===== config.mk =====
export PLATFORM = sky130hd
export DESIGN_NAME = irq_halt_ctrl
export DESIGN_NICKNAME = d
export VERILOG_FILES = /design/src/rtl/irq_halt_pkg.sv /design/src/rtl/irq_prio_enc.sv /design/src/rtl/irq_ime_ctrl.sv /design/src/rtl/irq_halt_fsm.sv /design/src/rtl/irq_halt_ctrl.sv
export SDC_FILE = /design/constraint.sdc
export NUM_CORES = 1
export LEC_CHECK = 0
export BUFFER_PORTS_ARGS = -buffer_cell sky130_fd_sc_hd__buf_2
export CORE_MARGIN = 2
export CORE_UTILIZATION = 40
export CTS_BUF_LIST = sky130_fd_sc_hd__clkbuf_4
export DETAILED_ROUTE_END_ITERATION = 8
export PLACE_DENSITY = 0.7
export SETUP_SLACK_MARGIN = 0.2
export SYNTH_ARGS = -nofsm -noshare
export SYNTH_HDL_FRONTEND = slang
export SYNTH_HIERARCHICAL = 1
export SYNTH_SLANG_ARGS = --single-unit

===== constraint.sdc =====
create_clock -name clk -period 2.55 [get_ports clk]
set_clock_uncertainty 0.1 [all_clocks]
set_input_delay 0.1275 -clock clk [delete_from_list [all_inputs] [get_ports clk]]
set_output_delay 0.1275 -clock clk [all_outputs]
set_load 0.01 [all_outputs]

===== src/rtl/irq_halt_pkg.sv =====
package irq_halt_pkg;
   // core execution state seen by the halt logic
   typedef enum logic {
      CORE_RUN  = 1'b0,
      CORE_HALT = 1'b1
   } core_state_e;

   // restart vectors occupy 8 slots of 8 bytes starting at 0
   localparam int RESTART_SLOTS = 8;
   localparam int RESTART_STEP  = 8;
   localparam int RESTART_SPAN  = RESTART_SLOTS * RESTART_STEP;
endpackage


===== src/rtl/irq_prio_enc.sv =====
module irq_prio_enc #(
   parameter int N        = 5,
   parameter int VW       = 8,
   parameter int VEC_BASE = 64,
   parameter int VEC_STEP = 8
) (
   input  logic [N-1:0]  req,
   output logic          any,
   output logic [N-1:0]  grant,
   output logic [VW-1:0] vec
);
   localparam int VEC_TOP = VEC_BASE + VEC_STEP * (N - 1);

   if (N < 1) begin : g_bad_n
      $error("irq_prio_enc: N must be at least 1");
   end
   if (VEC_TOP >= (1 << VW)) begin : g_bad_vw
      $error("irq_prio_enc: vectors do not fit in VW bits");
   end

   // below[i] is set when some lower-numbered request is active
   logic [N:0] below;
   assign below[0] = 1'b0;

   for (genvar i = 0; i < N; i++) begin : g_chain
      assign grant[i]   = req[i] & ~below[i];
      assign below[i+1] = below[i] | req[i];
   end

   assign any = below[N];

   always_comb begin
      vec = '0;
      for (int i = 0; i < N; i++) begin
         if (grant[i]) vec = VW'(VEC_BASE + VEC_STEP * i);
      end
   end
endmodule


===== src/rtl/irq_ime_ctrl.sv =====
module irq_ime_ctrl (
   input  logic clk,
   input  logic rst_n,
   input  logic step,
   input  logic op_di,
   input  logic op_ei,
   input  logic op_reti,
   input  logic dispatch,
   output logic ime_now,
   output logic ime_q,
   output logic armed
);
   // enable value after this boundary's instruction, before any dispatch
   always_comb begin
      ime_now = ime_q;
      if (step) begin
         if (op_di)                ime_now = 1'b0;
         else if (op_reti || armed) ime_now = 1'b1;
      end
   end

   always_ff @(posedge clk) begin
      if (!rst_n) begin
         ime_q <= 1'b0;
         armed <= 1'b0;
      end else begin
         ime_q <= dispatch ? 1'b0 : ime_now;
         if (step) armed <= op_ei & ~op_di;
      end
   end

   assert_di_clears_R1: assert property (@(posedge clk) disable iff (!rst_n)
      step && op_di |=> !ime_q);
   assert_di_cancels_R1: assert property (@(posedge clk) disable iff (!rst_n)
      step && op_di |=> !armed);
   assert_ei_late_R2: assert property (@(posedge clk) disable iff (!rst_n)
      step && op_ei && !ime_q && !armed && !op_reti |=> !ime_q);
   assert_ei_lands_R2: assert property (@(posedge clk) disable iff (!rst_n)
      step && armed && !op_di && !dispatch |=> ime_q);
   assert_reti_now_R3: assert property (@(posedge clk) disable iff (!rst_n)
      step && op_reti && !op_di && !dispatch |=> ime_q);
   assert_take_clears_R6: assert property (@(posedge clk) disable iff (!rst_n)
      dispatch |=> !ime_q);
   assert_idle_hold_R10: assert property (@(posedge clk) disable iff (!rst_n)
      !step && !dispatch |=> $stable(ime_q) && $stable(armed));
endmodule


===== src/rtl/irq_halt_fsm.sv =====
module irq_halt_fsm
   import irq_halt_pkg::*;
(
   input  logic clk,
   input  logic rst_n,
   input  logic instr_done,
   input  logic op_halt,
   input  logic ime_now,
   input  logic pending,
   output logic step,
   output logic dispatch,
   output logic halted,
   output logic pc_hold
);
   core_state_e state_q, state_d;
   logic        hold_d;

   assign halted   = (state_q == CORE_HALT);
   assign step     = instr_done & ~halted;
   assign dispatch = pending & ime_now & (step | halted);

   always_comb begin
      state_d = state_q;
      hold_d  = 1'b0;
      case (state_q)
         CORE_RUN: begin
            if (step && op_halt && !dispatch) begin
               if (!pending) state_d = CORE_HALT;
               else          hold_d  = 1'b1;
            end
         end
         CORE_HALT: begin
            if (pending) state_d = CORE_RUN;
         end
         default: state_d = CORE_RUN;
      endcase
   end

   always_ff @(posedge clk) begin
      if (!rst_n) begin
         state_q <= CORE_RUN;
         pc_hold <= 1'b0;
      end else begin
         state_q <= state_d;
         pc_hold <= hold_d;
      end
   end

   assert_stay_halted_R7: assert property (@(posedge clk) disable iff (!rst_n)
      halted && !pending |=> halted);
   assert_wake_R7: assert property (@(posedge clk) disable iff (!rst_n)
      halted && pending |=> !halted);
   assert_hold_pulse_R9: assert property (@(posedge clk) disable iff (!rst_n)
      pc_hold |=> !pc_hold);
   assert_no_sleep_pend_R9: assert property (@(posedge clk) disable iff (!rst_n)
      step && op_halt && pending |=> !halted);
endmodule


===== src/rtl/irq_halt_ctrl.sv =====
module irq_halt_ctrl #(
   parameter int NUM_SRC  = 5,
   parameter int VEC_W    = 8,
   parameter int VEC_BASE = 64,
   parameter int VEC_STEP = 8
) (
   input  logic               clk,
   input  logic               rst_n,
   input  logic               instr_done,
   input  logic               op_di,
   input  logic               op_ei,
   input  logic               op_reti,
   input  logic               op_halt,
   input  logic [NUM_SRC-1:0] irq_en,
   input  logic [NUM_SRC-1:0] irq_flag,
   output logic               ime,
   output logic               svc_req,
   output logic [VEC_W-1:0]   svc_vec,
   output logic [NUM_SRC-1:0] svc_clr,
   output logic               halted,
   output logic               pc_hold
);
   import irq_halt_pkg::*;

   if (VEC_BASE < RESTART_SPAN) begin : g_bad_base
      $error("irq_halt_ctrl: vector base overlaps the restart vectors");
   end
   if (VEC_STEP < 1) begin : g_bad_step
      $error("irq_halt_ctrl: vector step must be positive");
   end

   logic [NUM_SRC-1:0] pend_vec, grant;
   logic [VEC_W-1:0]   vec;
   logic               pending, step, dispatch, ime_now, armed;

   assign pend_vec = irq_en & irq_flag;

   irq_prio_enc #(
      .N(NUM_SRC), .VW(VEC_W), .VEC_BASE(VEC_BASE), .VEC_STEP(VEC_STEP)
   ) u_prio (
      .req(pend_vec), .any(pending), .grant(grant), .vec(vec)
   );

   irq_ime_ctrl u_ime (
      .clk(clk), .rst_n(rst_n), .step(step),
      .op_di(op_di), .op_ei(op_ei), .op_reti(op_reti),
      .dispatch(dispatch), .ime_now(ime_now), .ime_q(ime), .armed(armed)
   );

   irq_halt_fsm u_halt (
      .clk(clk), .rst_n(rst_n), .instr_done(instr_done), .op_halt(op_halt),
      .ime_now(ime_now), .pending(pending), .step(step),
      .dispatch(dispatch), .halted(halted), .pc_hold(pc_hold)
   );

   always_ff @(posedge clk) begin
      if (!rst_n) begin
         svc_req <= 1'b0;
         svc_vec <= '0;
         svc_clr <= '0;
      end else begin
         svc_req <= dispatch;
         svc_vec <= dispatch ? vec   : '0;
         svc_clr <= dispatch ? grant : '0;
      end
   end

   assert_one_clear_R5: assert property (@(posedge clk) disable iff (!rst_n)
      svc_req |-> $countones(svc_clr) == 1);
   assert_lowest_wins_R5: assert property (@(posedge clk) disable iff (!rst_n)
      svc_req |-> ((svc_clr - NUM_SRC'(1)) & $past(pend_vec)) == '0);
   assert_req_pulse_R4: assert property (@(posedge clk) disable iff (!rst_n)
      svc_req |=> !svc_req);
   assert_req_drops_ime_R6: assert property (@(posedge clk) disable iff (!rst_n)
      svc_req |-> !ime);
endmodule


==> key figures <==
Place
  • Placed Area: 879.6 µm²
  • Placed instance count: 125
  • Buffers on Ports: 33
  • Weighted congestion at the end of routability-driven global placement: 0.7107

STA
  • Maximum achievable frequency: 622.8 MHz
  • Final min period: roughly 1600 ps
  • Setup repair after global routing missed its margin: no
  • Total negative slack: 0 ps
  • Final worst path period share: 62.97%
  • Max-slew violation count: 0
  • Endpoints failing setup: 0
  • Final Hold Fails: 0

Layout
  • Total number of nets in the final design: 123
  • Number of fill cells: 174
  • Register Area: 360.3 µm²
  • Number of cells in the finished layout apart from fillers: 130
  • Multi-input combinational cell area: about 320 µm²
  • Cell area after layout: between 900 and 1000 µm²
  • Growth of design area from synthesis to finish: 24.49%
  • Antenna Diode Count: 0
  • Share of cells above drive strength 1: a little over two fifths

Floorplan
  • Core Area: 1727 µm²
  • Initial cell density of the core: approximately 43%
  • Number of cell rows: 15
  • Horizontal die dimension: 46.89 µm
  • IO Count: 34
  • Floorplan die area: approximately 2200 µm²
  • Die height: 46.89 µm

Clocking
  • Postcts setup bufs: 0
  • Clock-pin slew of the registers on the worst-case setup and hold paths: approximately 90 ps
  • Longest Clk Path Bufs: 2
  • Clk Latency, worst-skew pair: ~280 ps
  • Total number of H-tree levels: 1
  • Clock tree from TritonCTS: done
  • Clk Tree Root Cell: clkbuf_4
  • Cts bufs inserted: 3
  • TritonCTS sink count: 18

Worst setup path
  • Crit path kind: register to register
  • Critical Path Start Type: register
  • Worst Setup End Kind: register
  • Worst Path Arrival: between 1500 and 2000 ps
  • Worst EP required: 2620 ps
  • Setup crit start: u_halt/halted
  • Start of the worst register-to-register path: u_halt/halted
  • Largest fanout on the critical path: 15

Power
  • Power per cell area: between 500 and 600 nW/µm²
  • Maximum resistive drop on vdd: approximately 0.25 mV
  • Register share of total power: 59.7%
  • Leakage dissipation: ~0.50 nW
  • Net Sw Frac: 22.87%
  • Sw power: 0.1108 mW
  • Int Power: 0.3736 mW
  • Portion of total power attributed to combinational logic: 12.4%
  • Relative contribution of the clock network to total power: between 20% and 30%
  • Final total power: 0.4844 mW

Logic synthesis
  • Flops & latches, synth: 18
  • Count of synthesis-stage warnings from yosys: 6
  • Cells after Synth: 72
  • Proportion of synthesized chip area in sequential cells: 48.98%
  • Cell types with the largest area share after synthesis: dfxtp_1 49%, and3_1 8.5%, buf_4 7.1%
  • Mean instance size in the synthesized netlist: 10.22 µm²
  • Number of unique standard cell types used by synthesis: 24
  • Most area-hungry cell type in the Yosys netlist: dfxtp_1
  • Netlist Area Pre-Place: 735.7 µm²
  • Post-synth top area share: about half

Global route
  • Maximum number of pins on one net before global-route repair: 19
  • Number of global-route vias before repair: 454
  • Wire length of the first global-routing pass: about 1.8 mm
  • Overall routing resource usage: 11.84%
  • Number of antenna violations at the first check in global routing: 0
  • Total global routing overflow: 0

Detailed routing
  • Via density per instance: ~4.3
  • Vias: 554
  • Detailed Route WL: 1.169 mm
  • Number of routed nets with antenna violations: 0
  • Post-route DRC: 0
  • DRT iter0 DRCs: 5
  • WL per Instance: ~9.0 µm
  • First-pass iteration count of the detailed router: 4

Run status
  • Result of the run: completed

Job
  • # Max-Cap Violations: 0

Worst hold path
  • Startpoint of the tightest hold check path: op_halt
  • HP Class: input pin to register
-- synth_stat cells --
master and number:
nor2b_1 1, nor3b_1 1, inv_1 2, nor2b_4 1, nand3b_1 3, o211a_1 1
a21boi_0 1, nand2b_1 3, and3_2 4, and3_1 10, buf_6 1, and2_2 1
and4_1 1, conb_1 1, a21oi_1 2, o21ai_2 1, nor2_2 2, nor3_1 2
and2_1 6, nor2_1 1, a22oi_1 1, a221oi_2 1, dfxtp_1 18, buf_4 7
-- what timing repair did --
action                    4_1_cts  5_1_grt
gates resized for setup         0        0
hold endpoints to repair        1        0
hold buffers                    1        0
-- power groups by stage --
stage	registers, mW	clock network, mW	logic (mW)
2_1_floorplan	0.299	0	0.0406
3_3_place_gp	0.296	0	0.0568
3_5_place_dp	0.296	0	0.0587
4_1_cts	0.289	0.141	0.0601
5_1_grt	0.290	0.150	0.0679
6_report	0.289	0.135	0.0600
-- routing by layer --
layer / part of all wire, % / vias up / track usage (%)
met3: 4.6 / 2 / 1.538
met2: 51 / 15 / 19.45
met4: 1.6 / 0 / 12.22
li1: - / 301 / -
met1: 43 / 236 / 12.56
met5: 0 / - / 0
-- critical path: stages (launching register included) --
cell      delay (ps)
dfxtp_1          360
nor2b_4          180
o21ai_2           90
a22oi_1          190
o211a_1          360
nand2b_1         170
a221oi_2          40
-- stage by stage --
step	util [%]	setup slack (ps)	hold WS, ps
floorplan	-	1126	117.9
global placement	50.94	1013	244.8
detailed placement	50.94	951.4	257.1
CTS	53.04	932.0	0.3284
global route	53.04	821.1	9.903
finish	53.04	944.3	6.663
-- registers in the layout, summed over array words and instances (netlist names) --
signal / flops
u_ime/ime_q: 1
u_halt/pc_hold: 1
svc_vec: 8
u_halt/halted: 1
svc_req: 1
svc_clr: 5
u_ime/armed: 1
-- placed cells by master (no fill, tap or decap), types with 2 or more instances in the layout --
cell type  count
nor3_1         2
a21oi_1        2
inv_1          2
nand2b_1       3
nand3b_1       3
buf_2         33
dfxtp_1       18
and3_2         4
and2_1         6
clkbuf_4       3
nor2_2         2
and3_1        10
conb_1         4
-- final cells by class --
| type | count | share of cell area (%) |
|---|---|---|
| Timing Repair Buffer | 34 | 19.13 |
| Clock inverter | 1 | 0.4098 |
| Multi-Input combinational cell | 47 | 34.43 |
| Clock buffer | 3 | 2.459 |
| Inverter | 2 | 0.8197 |
| Sequential cell | 18 | 39.34 |
| Tap cell | 25 | 3.415 |
-- final timing paths --
check                   end  slack, ps  cells past startpoint
min reg2reg     u_ime/ime_q        400                      2
min          u_halt/pc_hold          7                      2
max reg2reg     u_ime/ime_q        940                      6
max             u_ime/ime_q        940                      6
-- cells by family after synthesis --
family	count (synthesis)	synth area share (%)
flops	18	48.98
simple gates	36	32.82
buf+inv	10	9.694
other cells	1	0.5097
compound gates	7	7.994
Note: power is estimated with default switching activity, not from simulation.
